--- src/rtl/next_pc_unit.sv ---
module next_pc_unit #(
  parameter logic [31:0] RESET_VEC = 32'h0000_3000
) (
  input  logic        clk,
  input  logic        rst,
  input  logic [15:0] br_disp,
  input  logic [25:0] jmp_idx,
  input  logic [31:0] reg_tgt,
  input  logic        cmp_ok,
  input  logic [1:0]  tgt_sel,
  output logic [31:0] pc,
  output logic [31:0] pc_inc
);

  logic [31:0] disp_ext;
  logic [31:0] cand [4];
  logic [31:0] pc_nxt;

  assign pc_inc   = pc + 32'd4;
  assign disp_ext = {{14{br_disp[15]}}, br_disp, 2'b00};

  assign cand[0] = pc_inc;
  assign cand[1] = cmp_ok ? (pc_inc + disp_ext) : pc_inc;
  assign cand[2] = {pc_inc[31:28], jmp_idx, 2'b00};
  assign cand[3] = reg_tgt;

  assign pc_nxt = cand[tgt_sel];

  always_ff @(posedge clk) begin
    if (rst) pc <= RESET_VEC;
    else     pc <= pc_nxt;
  end


  reset_vec_chk: assert property (@(posedge clk) rst |=> pc == RESET_VEC);


  seq_step_chk: assert property (@(posedge clk) disable iff (rst)
    tgt_sel == 2'b00 |=> pc == $past(pc) + 32'd4);


  br_fallthru_chk: assert property (@(posedge clk) disable iff (rst)
    (tgt_sel == 2'b01 && !cmp_ok) |=> pc == $past(pc) + 32'd4);


  jmp_field_chk: assert property (@(posedge clk) disable iff (rst)
    tgt_sel == 2'b10 |=> (pc[27:0] == {$past(jmp_idx), 2'b00}) &&
                         (pc[31:28] == $past(pc_inc[31:28])));


  reg_jump_chk: assert property (@(posedge clk) disable iff (rst)
    tgt_sel == 2'b11 |=> pc == $past(reg_tgt));

endmodule

--- config.mk ---
export PLATFORM = sky130hd
export DESIGN_NAME = next_pc_unit
export DESIGN_NICKNAME = d
export VERILOG_FILES = /design/src/rtl/next_pc_unit.sv
export SDC_FILE = /design/constraint.sdc
export NUM_CORES = 1
export LEC_CHECK = 0
export BUFFER_PORTS_ARGS = -buffer_cell sky130_fd_sc_hd__buf_4
export CAP_MARGIN = 0
export CORE_UTILIZATION = 51
export DETAILED_ROUTE_END_ITERATION = 12
export PLACE_DENSITY = 0.91
export SYNTH_ARGS = -nofsm -noshare
export SYNTH_HDL_FRONTEND = slang
export SYNTH_SLANG_ARGS = --single-unit
--- constraint.sdc ---
create_clock -name clk -period 3.9 [get_ports clk]
set_input_delay 0.195 -clock clk [delete_from_list [all_inputs] [get_ports clk]]
set_output_delay 0.195 -clock clk [all_outputs]
set_load 0.01 [all_outputs]
==> impl_metrics.py <==
metrics = {
    "outcome": {
        "status": "finished, final reports clean",
    },
    "synthesis": {
        "postSynthAreaPerCell_um2": 7.89,
        "ys_seq_area_share_pct": 16.8,
        "synth-xor-area-share_pct": 11.7,
        "synth_top_family_by_area": "compound AO/OA/AOI/OAI gates",
        "synthMuxAreaShare_pct": 7.96,
        "synthAdderAreaFrac_pct": 12.4,
        "async_flop_share_pct": 0,
        "ys.flop_type": "dfxtp_1",
        "yosys.area.top_type": "dfxtp_1",
        "synth.area.top_cells": "dfxtp_1 (17%), ha_1 (12%), xnor2_1 (8.8%), mux2i_1 (7.4%), a21oi_1 (5.8%)",
        "synth.cell_area_um2": 3800,
        "synth-edff-count": 0,
        "synth_top_area_share_pct": 16.8,
        "synth-compound-area-share_pct": 26.3,
        "yosys.area_share.simple_pct": 20.5,
        "yosysUniqueCellTypes": 65,
        "syn-num-nets": 598,
        "syn_inst": 482,
        "yosysWarningCount": 0,
        "ys_ff_latch": 32,
    },
    "routing": {
        "vias": 4343,
        "viasPerCell": 5.99,
        "drc": 0,
        "wl_mm": 12.6,
        "routedWlPerCell_um": 17.4,
        "dr.pass1.iters": 5,
        "drt_iter0_markers": 231,
        "postRouteAntennaNets": 0,
    },
    "worst_setup_path": {
        "critPathRequiredTime_ns": 4.08,
        "reg2reg_slack_ns": 0.18,
        "crit_type": "register to register",
        "start_kind": "register",
        "worst_setup_path_end_kind": "register",
        "crit_arrival_ns": 3.90,
        "crit_path_max_fanout": 6,
    },
    "power": {
        "leakage_nw": 2.42,
        "ir_drop_mv": 0.179,
        "powerDensity_nw_per_um2": 285,
    },
    "floorplanning": {
        "io_pins": 143,
        "start_util_pct": 52.7,
        "fp.dieW_um": 88.4,
        "die_h_um": 88.4,
        "dieArea_um2": 7810,
        "std_cell_rows": 31,
        "design.core.area_um2": 7210,
    },
    "finish": {
        "mostFrequentLayoutCells": "buf_4 (161), nand2_1 (50), a21oi_1 (43), xnor2_1 (34), ha_1 (33)",
        "final_cells": 725,
        "reg.largest.list": "pc (30)",
        "area_delta_synth_final_pct": 36.9,
        "nNetsFinal": 741,
        "n_antenna_cell": 0,
        "mostFrequentLayoutCell": "buf_4",
        "largest_reg_flops": 30,
        "largest_register": "pc",
        "stdcell_area_um2": 5210,
        "drive_gt1_share_pct": 31.8,
    },
    "sta": {
        "max_slew_margin_pct": 42.7,
        "hold_violations": 0,
        "setup_viol": 0,
        "fin_skew_ns": 0.0132,
        "period_share_pct": 95.5,
        "worst_slack_ns": 0.176,
        "min_period_ns": 3.72,
        "fin_tns_setup_ns": 0,
        "tightest_slew_ns": 0.857,
        "fmax_mhz": 269,
        "hold_ws_ns": 0.185,
        "finalMaxSlewViolations": 0,
    },
    "clocking": {
        "clk_path_buf_depth": 2,
        "cts-htree-levels": 2,
        "cts-buffers-inserted": 5,
        "insertion_delay_ns": 0.29,
        "cts_tree": "done",
        "cts_root_buffer": "clkbuf_8",
        "cts.sinks": 32,
        "path_clk_slew_ns": 0.08,
    },
    "hold_path": {
        "hold_path.class": "input port to register",
    },
    "global_routing": {
        "antenna_found_initial": 0,
        "grt_max_degree": 57,
        "globalRouteTotalUtil_pct": 31.5,
        "grt_pass1_vias": 4155,
        "grt_pass1_wl_mm": 19.2,
        "grt-ovfl-total": 0,
    },
    "placed_design": {
        "hpwl_mm": 9.51,
        "place.gp.congestion": 0.939,
        "dp_cells": 715,
        "port_buffers": 142,
        "dpl_cell_area_um2": 5000,
        "pre_cts_ws_ns": -0.0126,
    },
    "job": {
        "maxCapViolations": 0,
    },
}
Yosys cell counts (all sizes together), types with 2 or more instances:
library cell,instances
and3,11
a31o,3
buf,6
a22oi,2
nand3,20
and4,5
xnor2,38
nand2b,8
o21a,5
ha,36
a41oi,4
o211ai,7
a221oi,9
inv,11
a21oi,47
a21o,11
nand4b,3
a221o,2
o21bai,3
mux2,2
dfxtp,32
a211oi,19
clkbuf,19
nor2,32
and2,3
a31oi,4
o21ai,20
nand4,8
xor2,13
nor4,2
mux2i,28
nor3,6
nand2,50
timing repair:
action	4_1_cts	5_1_grt
gates resized for setup	1	15
hold buffers	0	0
pin swaps	0	2
setup buffers	0	2
endpoints found under the setup margin	1	7
metal layers:
layer | track usage (%) | vias up | routed length [um] | share of wire (%)
met5 | 0 | - | 0 | 0
met4 | 12.6 | 0 | 373 | 3.0
met3 | 4.48 | 39 | 973 | 7.7
met2 | 56.0 | 222 | 6150 | 49
met1 | 38.0 | 2012 | 5120 | 41
li1 | - | 2070 | - | -
cell families (layout without fill, tap and decap cells):
family,after synthesis,in the layout
simple gates,152,152
compound gates,144,144
mux,30,30
flops,32,32
xor+xnor,51,51
buf+inv,36,180
fa+ha+maj,37,37
layout make-up:
type,instances,area [um2]
clock buffer,6,72.6
clock inverter,2,35.0
fill,573,2010
inverter,11,41.3
multi-input combinational,414,3080
sequential,32,643
tap,99,124
timing repair buffer,161,1210
stage by stage:
step                utilization (%)  total power [mW]
finish                         72.2              1.48
global route                   72.2              1.56
global placement               69.3              1.11
floorplan                         -             0.859
detailed placement             69.3              1.13
CTS                            70.8              1.47
report_power, final:
part | internal, mW | switching, mW | leakage, nW
Clock | 0.190 | 0.139 | 0.0552
Sequential | 0.357 | 0.0372 | 0.267
Combinational | 0.363 | 0.397 | 2.10
Total | 0.910 | 0.574 | 2.42
critical path, stage by stage, from the launching register on:
cell and delay, ns:
dfxtp_1 0.42, nand3_1 0.18, or2_2 0.37, xnor2_1 0.23
ha_1 0.34, and3_1 0.20, a221o_1 0.41, a221oi_4 0.42
a21oi_4 0.14, a41oi_2 0.26, o21ai_1 0.12, xnor2_1 0.13
a2111oi_1 0.38
final timing paths:
check,startpoint,endpoint,depth (start not counted)
worst max-delay path,pc[5]$_SDFF_PP0_,pc[30]$_SDFF_PP0_,12
worst min-delay path,reg_tgt[0],register,3
worst max register to register,pc[5]$_SDFF_PP0_,pc[30]$_SDFF_PP0_,12
worst min register to register,register,register,2
(Power assumes the default switching activity.)
